===== src/rtl/nand_ecc_pkg.sv =====
package nand_ecc_pkg;
  typedef struct packed {
    logic accept;
    logic clear;
    logic wrap;
  } eccStrobe_t;
endpackage


===== src/rtl/nand_ecc_ctrl.sv =====
module nand_ecc_ctrl
  import nand_ecc_pkg::*;
#(
  parameter int CHUNK_BYTES = 256,
  localparam int IDX_W = $clog2(CHUNK_BYTES)
) (
  input  logic             clk,
  input  logic             rstN,
  input  logic             eccEn,
  input  logic             clrPulse,
  input  logic             byteValid,
  output eccStrobe_t       strobes,
  output logic [IDX_W-1:0] byteIdx,
  output logic             chunkDone,
  output logic             codeValid
);
  localparam logic [IDX_W-1:0] LAST_IDX = IDX_W'(CHUNK_BYTES - 1);

  logic [IDX_W-1:0] count;

  always_comb begin
    strobes.clear  = clrPulse;
    strobes.accept = byteValid && eccEn && !clrPulse;
    strobes.wrap   = strobes.accept && (count == LAST_IDX);
  end

  assign byteIdx = count;

  always_ff @(posedge clk or negedge rstN) begin
    if (!rstN) begin
      count     <= '0;
      chunkDone <= 1'b0;
      codeValid <= 1'b0;
    end else if (strobes.clear) begin
      count     <= '0;
      chunkDone <= 1'b0;
      codeValid <= 1'b0;
    end else begin
      chunkDone <= strobes.wrap;
      if (strobes.accept) count <= count + 1'b1;
      if (strobes.wrap) codeValid <= 1'b1;
    end
  end
endmodule


===== src/rtl/nand_ecc_dp.sv =====
module nand_ecc_dp
  import nand_ecc_pkg::*;
#(
  parameter int CHUNK_BYTES = 256,
  parameter int BYTE_W = 8,
  localparam int IDX_W = $clog2(CHUNK_BYTES),
  localparam int COL_PAIRS = $clog2(BYTE_W),
  localparam int COL_W = 2 * COL_PAIRS,
  localparam int LINE_W = 2 * IDX_W,
  localparam int PAR_W = LINE_W + COL_W
) (
  input  logic              clk,
  input  logic              rstN,
  input  eccStrobe_t        strobes,
  input  logic [IDX_W-1:0]  byteIdx,
  input  logic [BYTE_W-1:0] byteData,
  output logic [PAR_W-1:0]  parityWord
);
  logic [LINE_W-1:0] lineAcc, lineNext;
  logic [BYTE_W-1:0] colAcc, colNext;
  logic [COL_W-1:0]  colPar;
  logic              bytePar;

  assign bytePar = ^byteData;
  assign colNext = colAcc ^ byteData;

  for (genvar k = 0; k < IDX_W; k++) begin : g_line
    assign lineNext[2*k]   = lineAcc[2*k]   ^ (bytePar & ~byteIdx[k]);
    assign lineNext[2*k+1] = lineAcc[2*k+1] ^ (bytePar &  byteIdx[k]);
  end

  always_comb begin
    colPar = '0;
    for (int b = 0; b < BYTE_W; b++) begin
      for (int j = 0; j < COL_PAIRS; j++) begin
        if (((b >> j) & 1) != 0) colPar[2*j+1] = colPar[2*j+1] ^ colNext[b];
        else                     colPar[2*j]   = colPar[2*j]   ^ colNext[b];
      end
    end
  end

  always_ff @(posedge clk or negedge rstN) begin
    if (!rstN) begin
      lineAcc    <= '0;
      colAcc     <= '0;
      parityWord <= '0;
    end else if (strobes.clear) begin
      lineAcc <= '0;
      colAcc  <= '0;
    end else if (strobes.accept) begin
      if (strobes.wrap) begin
        lineAcc    <= '0;
        colAcc     <= '0;
        parityWord <= {lineNext, colPar};
      end else begin
        lineAcc <= lineNext;
        colAcc  <= colNext;
      end
    end
  end
endmodule


===== src/rtl/nand_ecc_accum.sv =====
module nand_ecc_accum
  import nand_ecc_pkg::*;
#(
  parameter int CHUNK_BYTES = 256,
  parameter int BYTE_W = 8,
  localparam int IDX_W = $clog2(CHUNK_BYTES),
  localparam int PAR_W = 2 * IDX_W + 2 * $clog2(BYTE_W),
  localparam int CODE_W = PAR_W + 2
) (
  input  logic              clk,
  input  logic              rstN,
  input  logic              eccEn,
  input  logic              clrPulse,
  input  logic              byteValid,
  input  logic [BYTE_W-1:0] byteData,
  output logic              chunkDone,
  output logic              codeValid,
  output logic [PAR_W-1:0]  parityWord,
  output logic [CODE_W-1:0] codeBytes
);
  eccStrobe_t       strobes;
  logic [IDX_W-1:0] byteIdx;

  nand_ecc_ctrl #(.CHUNK_BYTES(CHUNK_BYTES)) ctrl_i (
    .clk(clk), .rstN(rstN), .eccEn(eccEn), .clrPulse(clrPulse),
    .byteValid(byteValid), .strobes(strobes), .byteIdx(byteIdx),
    .chunkDone(chunkDone), .codeValid(codeValid)
  );

  nand_ecc_dp #(.CHUNK_BYTES(CHUNK_BYTES), .BYTE_W(BYTE_W)) dp_i (
    .clk(clk), .rstN(rstN), .strobes(strobes), .byteIdx(byteIdx),
    .byteData(byteData), .parityWord(parityWord)
  );

  // Stored form: shifted left by two, inverted; first stored byte on top.
  assign codeBytes = ~{parityWord, 2'b00};
endmodule


===== config.mk =====
export PLATFORM = sky130hd
export DESIGN_NAME = nand_ecc_accum
export DESIGN_NICKNAME = d
export VERILOG_FILES = /design/src/rtl/nand_ecc_pkg.sv /design/src/rtl/nand_ecc_ctrl.sv /design/src/rtl/nand_ecc_dp.sv /design/src/rtl/nand_ecc_accum.sv
export SDC_FILE = /design/constraint.sdc
export NUM_CORES = 1
export LEC_CHECK = 0
export ABC_AREA = 0
export BUFFER_PORTS_ARGS = -buffer_cell sky130_fd_sc_hd__buf_2
export CAP_MARGIN = 15
export CORE_ASPECT_RATIO = 1.1
export CORE_MARGIN = 3
export CORE_UTILIZATION = 51
export CTS_BUF_LIST = sky130_fd_sc_hd__clkbuf_8
export CTS_CLUSTER_SIZE = 10
export DETAILED_ROUTE_END_ITERATION = 10
export PLACE_DENSITY_LB_ADDON = 0.25
export REMOVE_ABC_BUFFERS = 1
export SLEW_MARGIN = 5
export SYNTH_ARGS = -nofsm -noshare
export SYNTH_HDL_FRONTEND = slang
export SYNTH_SLANG_ARGS = --single-unit

===== constraint.sdc =====
create_clock -name clk -period 1.8 [get_ports clk]
set_input_delay 0.18 -clock clk [delete_from_list [all_inputs] [get_ports clk]]
set_output_delay 0.18 -clock clk [all_outputs]
set_load 0.01 [all_outputs]

# Yosys cells after proc, flatten, opt, wreduce, memory -nomap -nowiden

Cells that the tools add are included.

Output and inout bits: 48
Word-level logic and storage cells: 87
Bits of input ports: 13
Register bits after elaboration: 56
Latch bits: 0
Memory bits (read-only): 0
Bits in writable memories: 0
Memories kept: 0

Multipliers: 0
Reductions and logical operators: 8
Magnitude comparators: 0
Bitwise gates (word level): 60
Muxes and demuxes: 11
Shift operators: 0
Add/subtract/negate cells: 1
Divide/modulo/power cells: 0
Eq/ne operators: 1

Operator list:

| operator              | number |
|---|---|
| $mux W16              | 3 |
| $mux W8               | 5 |
| $xor A1 B1 Y1         | 33 |
| $not A24 Y24          | 1 |
| $and A1 B1 Y1         | 16 |
| $not A1 Y1            | 9 |
| $add A8 B1 Y8 const B | 1 |
| $eq A8 B8 Y1 const B  | 1 |
| $reduce_xor A8 Y1     | 1 |
| $xor A8 B8 Y8         | 1 |
| $reduce_bool A2 Y1    | 2 |
| $logic_and A1 B1 Y1   | 3 |
| $mux W1               | 3 |
| $reduce_and A3 Y1     | 1 |
| $logic_not A1 Y1      | 1 |

# Longest topological paths before layout

Gate-level depths: netlist of the first run.

Depth after elaboration: 6
Mapped depth: 8

# Hierarchy

From an unflattened synthesis of the first run, not the netlist that was laid out.

Cells, all modules: 353
Area, all modules: 3052.9 µm²

Modules (own cells, without submodules):

| module         | area an instance (µm²) | cells an instance | sequential area each (µm²) | instances |
|---|---|---|---|---|
| nand_ecc_dp    | 2468.6                 | 278               | 1151.1                     | 1 |
| nand_ecc_ctrl  | 483.0                  | 50                | 250.2                      | 1 |
| nand_ecc_accum | 101.3                  | 25                | 0.0                        | 1 |

# Worst setup path after synthesis of the first run

OpenSTA, ideal clock, no wires.

Path type: reg2reg
Start: register ctrl_i.count[1] (netlist: ctrl_i.byteIdx[1])
End: register dp_i.parityWord[13]
Arrival: 1.884 ns
Setup slack: -0.153 ns
Path buffers: 1
Cell stages (with the launch flop): 8
Period minus slack after synthesis: 1.953 ns
Data required time: 1.731 ns
Cell sequence: dfrtp_1 > ha_1 > and2_4 > nand2_4 > or3_4 > buf_6 > or4_1 > nand3_1

Longest elaborated chain between the ends: 3

RTL lines:

| what                        | line                | text |
|---|---|---|
| from (decl)                 | nand_ecc_ctrl.sv:19 | `logic [IDX_W-1:0] count;` |
| from (signal assigned)      | nand_ecc_ctrl.sv:40 | `if (strobes.accept) count <= count + 1'b1;` |
| $eq A8 B8 Y1                | nand_ecc_ctrl.sv:24 | `strobes.wrap = strobes.accept && (count == LAST_IDX);` |
| $logic_and A1 B1 Y1         | nand_ecc_ctrl.sv:24 |  |
| $reduce_and A3 Y1 (no line) | -                   |  |
| to (signal assigned)        | nand_ecc_dp.sv:54   | `parityWord <= {lineNext, colPar};` |
| to (decl)                   | nand_ecc_dp.sv:17   | `output logic [PAR_W-1:0] parityWord` |

No other way between the ends.
A chain may end at the register's enable or synchronous reset.

# Worst setup path in the final report of the first run

Start: register ctrl_i.count[0] (netlist: ctrl_i.byteIdx[0])
End: register dp_i.parityWord[15]

The elaborated chain is that of the path after synthesis.

==> impl_metrics.toml, run 1 <==
[status]
status = "finished, violations left"
violations = "negative setup slack"

[timing]
final-setup-viol-count = 3
finClkSkew_ns = 0.00915
setup_slack_ns = -0.0331
timing.final.crit_share_pct = 102
rsz0062_at_grt = "true"
layout_min_cycle_time_ns = 1.83
fmaxAchievable_mhz = 546
slew_viol_final = 0
hold_violations = 0
setup_tns_ns = -0.0828
hold_ws_ns = 0.142

[critical_path]
worstSetupPathType = "reg -> reg"
r2r_slack_ns = -0.03
crit_fanout = 7
cp-startpoint = "ctrl_i.byteIdx[0]"
endpoint = "dp_i.parityWord[15]"
reg2reg_from = "ctrl_i.byteIdx[0]"
cp-start-kind = "flop"
crit_path_end_kind = "flop"
rr_worst_depth = 6
critPathArrivalTime_ns = 2.09
r2r_end = "dp_i.parityWord[15]"
worst_ep_required_time_ns = 2.06

[synth]
syn-cell-area_um2 = 3000
synthDistinctLibCells = 35
synth-seq-cells = 56
synth_top_area_cell = "dfrtp_1"
yosys_warnings = 0
avgSynthCellArea_um2 = 8.88
synthDominantCellAreaShare_pct = 46.7
yosysSeqAreaShare_pct = 46.7
synthCells = 338
yosys-top-cells-area = "dfrtp_1 47%, xnor2_1 8.8%, o21ai_0 6.2%"

[layout]
nFillCells = 463
diodes = 0
fin_nets = 432
fin_cells = 494
multi_input_area_um2 = 1430
final_util_pct = 67.6
final_cell_area_um2 = 3740
regArea_um2 = 1400
drive_above_1_share_pct = 28.2
syn_to_final_growth_pct = 24.6

[flow_run]
cap_violations = 0

[placed_design]
hpwl_um = 4770
dp_cells = 477
finalWeightedCongestion = 0.792
port_buffers = 58
pre_cts_ws_ns = -0.0210
place_area_um2 = 3520

[detailed_routing]
viasPerCell = 5.38
antenna_left = 0
vias = 2656
drcViolationCount = 0
wl_per_cell_um = 14.1
routed_wl_um = 6980
drtPass1Iterations = 4
initialDrtViolationCount = 150

[die]
initial_core_util_pct = 54.2
design.core.area_um2 = 5540
die_y_um = 86.5
ios = 61
rows = 28
dieWidth_um = 79.2
die_area_um2 = 6850

[global_routing]
antenna_found_initial = 0
grt_max_degree = 57
grt_pass1_wl_um = 11700
grt_overflow = 0
track_usage_pct = 21.2
grt_pass1_vias = 2606

[clock_tree]
clock_latency_ns = 0.31
numCtsBuffers = 5
cts_tree = "yes"
cts-root-buf = "clkbuf_8"
cts_htree_levels = 2
path_clk_slew_ns = 0.10
clock_path_buffers = 2
clkSinkCount = 56

[power_and_ir_drop]
power_mw = 2.64
p_per_area_nw_per_um2 = 706
ir_drop_mv = 0.632
p_leak_nw = 1.77

[hold_path]
hold_path_class = "in -> reg"
==> cells in the final DEF, fill, tap and decap left out, drive strengths merged, types with 4 or more instances in the layout <==
| cell type | count |
|---|---|
| a32oi | 8 |
| nand3 | 18 |
| nand2 | 44 |
| a31oi | 4 |
| a21oi | 4 |
| or4 | 10 |
| xnor2 | 30 |
| buf | 93 |
| inv | 31 |
| nor3 | 6 |
| nor2 | 25 |
| clkbuf | 6 |
| dfrtp | 56 |
| xor2 | 5 |
| o21ai | 37 |
| o211ai | 15 |
| or3 | 8 |
==> routing by layer <==
| metal | vias up | share of wire (%) | track usage [%] | wire length [µm] |
|---|---|---|---|---|
| met3 | 7 | 4.3 | 3.33 | 300 |
| met5 | - | 0 | 0 | 0 |
| met1 | 1283 | 43 | 26.9 | 3020 |
| met2 | 66 | 51 | 36.8 | 3570 |
| met4 | 0 | 1.1 | 7.66 | 80 |
| li1 | 1300 | - | - | - |
==> kinds of logic (layout without fill, tap and decap cells) <==
family	Yosys count	count (layout)	share of synthesized area, %
other	1	2	0.125
flip-flops	56	56	46.7
XOR/XNOR	35	35	10.2
AND/OR/NAND/NOR	118	118	19.3
AO/OA/AOI/OAI	73	73	15.3
buffers and inverters	53	133	7.71
multiplexers	1	1	0.333
adder cells (fa/ha/maj)	1	1	0.417
==> flip-flops by register name, indices dropped and copies added, names as in the netlist <==
signal and count:
dp_i.colAcc 8, ctrl_i.byteIdx 8, ctrl_i.chunkDone 1, dp_i.lineAcc 16
dp_i.parityWord 22, ctrl_i.codeValid 1
==> synthesized netlist by cell type (all sizes together) <==
cell and count:
o22ai 1, a311o 1, or3 8, a21oi 4
and2 2, nor2 25, nor3 6, a311oi 1
mux2i 1, xnor2 30, inv 31, buf 12
clkbuf 10, nand2 44, and4 1, conb 1
xor2 5, nand3 18, a31oi 4, ha 1
o211ai 15, a22oi 2, or4 10, nor4 1
dfrtp 56, nand2b 1, a32oi 8, nand4 2
o21ai 37
==> final cells by class <==
| cell class | instances | area share [%] |
|---|---|---|
| timing repair buffer | 94 | 16.1 |
| multi-input combinational | 230 | 38.2 |
| sequential | 56 | 37.4 |
| clock inverter | 2 | 0.401 |
| clock buffer | 6 | 2.21 |
| inverter | 31 | 3.11 |
| tap | 75 | 2.51 |
==> critical path: stages, from the launching register on <==
cell and delay (ns):
dfrtp_1 0.37, ha_2 0.18, and2_4 0.17, nand2_4 0.05
or3_4 0.43, or4_4 0.50, nand3_2 0.08
==> how the worst min path moves through the flow <==
stage / start / endpoint / slack [ns] / depth (start not counted)
6_report: byteData[3] / dp_i.colAcc[3] / 0.14 / 3
5_1_grt: byteData[0] / dp_i.colAcc[0] / 0.16 / 3
4_1_cts: byteData[5] / dp_i.colAcc[5] / 0.14 / 3
3_5_place_dp: rstN / dp_i.parityWord[18] / 0.21 / 2
3_3_place_gp: rstN / dp_i.parityWord[18] / 0.20 / 2
2_1_floorplan: rstN / ctrl_i.byteIdx[0] / -0.12 / 0
==> power breakdown <==
group	internal, mW	switching, mW	leakage, nW
clock	0.312	0.415	0.0434
sequential	1.29	0.0373	0.728
combinational	0.240	0.343	0.998
==> timing repair <==
action | 4_1_cts | 5_1_grt
endpoints found under the setup margin | 10 | 27
resized for setup | 1 | 18
pin swaps | 2 | 7
endpoints found under the hold margin | 56 | 0
cloned | 0 | 1
buffers inserted | 2 | 5
hold buffers | 1 | 0
Note: power is estimated with default switching activity, not from simulation.
==> run 2, diff against run 1 <==
RECOVER_POWER = 100   (was not set)
==> impl_metrics.toml, run 2 (same netlist as run 1, synthesis figures left out) <==
[power_and_ir_drop]
p_leak_nw = 1.68
switchingPower_uw = 793
p_per_area_nw_per_um2 = 714
p_sw_share_pct = 30.1
p_clk_share_pct = 27.6
combPwrFrac_pct = 21.9
ir_drop_mv = 0.631
power_mw = 2.64
internal-power_mw = 1.84
p_seq_share_pct = 50.5

[hold_path]
hold_path_class = "in -> reg"
hold_path_depth = 3

[clock_tree]
cts_htree_levels = 2
clock_path_buffers = 2
path_clk_slew_ns = 0.10
clock_latency_ns = 0.31
cts-root-buf = "clkbuf_8"
numCtsBuffers = 5
cts_tree = "yes"
clkSinkCount = 56

[layout]
largestRegisters = "dp_i.parityWord (22), dp_i.lineAcc (16)"
drive_above_1_share_pct = 21.7
syn_to_final_growth_pct = 23.0
final_common_cell = "dfrtp_1"
diodes = 0
final_cell_mix = "56 x dfrtp_1, 43 x nand2_1, 34 x o21ai_0"
nFillCells = 475
regArea_um2 = 1400
top_register = "dp_i.parityWord"
largest_reg_flops = 22
fin_nets = 432
multi_input_area_um2 = 1430

[timing]
timing.final.crit_share_pct = 102
worst_pin_slew_ns = 1.24
rsz0062_at_grt = "true"
maxSlewHeadroom_pct = 17.1
slew_viol_final = 0
finClkSkew_ns = 0.00906
setup_slack_ns = -0.0339
hold_ws_ns = 0.142
hold_violations = 0
final-setup-viol-count = 3
fmaxAchievable_mhz = 545
layout_min_cycle_time_ns = 1.83

[detailed_routing]
wl_per_cell_um = 14.2
antenna_left = 0
routed_wl_um = 6990
drtPass1Iterations = 4
viasPerCell = 5.39
initialDrtViolationCount = 181
vias = 2661
drcViolationCount = 0

[die]
ios = 61
die_area_um2 = 6850
initial_core_util_pct = 54.2
dieWidth_um = 79.2
design.core.area_um2 = 5540
die_y_um = 86.5
rows = 28

[global_routing]
grt_max_degree = 57
antenna_found_initial = 0
track_usage_pct = 21.2
grt_pass1_wl_um = 11700
grt_overflow = 0
grt_pass1_vias = 2606

[critical_path]
crit_fanout = 7
worstSetupPathType = "reg -> reg"
path_cells = "ha_2, and2_4, nand2_4, or3_4, or4_4, nand3_2"
rr_worst_depth = 6
worst_ep_required_time_ns = 2.06
worst_path_max_delay_cell = "or4_4"
critPathArrivalTime_ns = 2.09
cp-start-kind = "flop"
crit_path_end_kind = "flop"
critPathMaxStageDelay_ns = 0.50

[status]
status = "finished, violations left"
violations = "negative setup slack"

[placed_design]
finalWeightedCongestion = 0.792
port_buffers = 58
hpwl_um = 4770

[flow_run]
cap_violations = 0
-- run 2: cell type report --
cell class / instances / share of cell area [%]
Inverter: 31 / 3.15
Clock buffer: 6 / 2.24
Timing Repair Buffer: 94 / 15.0
Tap cell: 75 / 2.54
Clock inverter: 2 / 0.407
Multi-Input combinational cell: 230 / 38.7
Sequential cell: 56 / 37.9
-- run 2: worst max-delay path, delay by kind of cell, from the launching register on --
| family | cells | cell delay [ns] |
|---|---|---|
| AND/OR/NAND/NOR | 5 | 1.23 |
| flip-flops | 1 | 0.37 |
| adder cells (fa/ha/maj) | 1 | 0.18 |
-- run 2: what timing repair did --
item,4_1_cts,5_1_grt
endpoints found under the hold margin,56,0
gates resized for setup,1,18
gates cloned,0,1
endpoints found under the setup margin,10,27
setup buffers,2,5
hold buffers,1,0
pin swaps,2,7
-- run 2: routing by layer --
layer	track usage, %	vias to the layer above	wire, µm
met5	0	-	0
met4	7.66	0	92
met3	3.33	9	274
met2	36.8	64	3550
met1	26.9	1284	3070
li1	-	1304	-
-- run 2: final timing paths --
path	startpoint	to	slack (ns)
max	ctrl_i.byteIdx[0]	dp_i.parityWord[15]	-0.03
min	byteData[3]	dp_i.colAcc[3]	0.14
max reg2reg	ctrl_i.byteIdx[0]	dp_i.parityWord[15]	-0.03
min reg2reg	dp_i.colAcc[3]	dp_i.colAcc[3]	0.49
max in group asynchronous	rstN	dp_i.parityWord[20]	0.28
min in group asynchronous	rstN	dp_i.parityWord[14]	0.74
-- run 2: metrics by stage --
stage	worst slack (ns)	utilization, %	instance area [µm²]	instances	TNS [ns]
3_5_place_dp	-0.0210	63.5	3520	477	-0.0644
6_report	-0.0339	66.7	3690	494	-0.0810
2_1_floorplan	-0.447	-	2890	317	-15.38
4_1_cts	-0.00409	65.8	3640	488	-0.00697
5_1_grt	-0.119	66.7	3690	494	-0.464
3_3_place_gp	0.0289	63.5	3520	477	0
-- run 2: power groups by stage --
stage | Sequential [mW] | Combinational [mW] | Clock, mW
6_report | 1.33 | 0.577 | 0.727
2_1_floorplan | 1.35 | 0.315 | 0
4_1_cts | 1.33 | 0.561 | 0.760
5_1_grt | 1.34 | 0.633 | 0.800
3_3_place_gp | 1.35 | 0.544 | 0
3_5_place_dp | 1.35 | 0.559 | 0
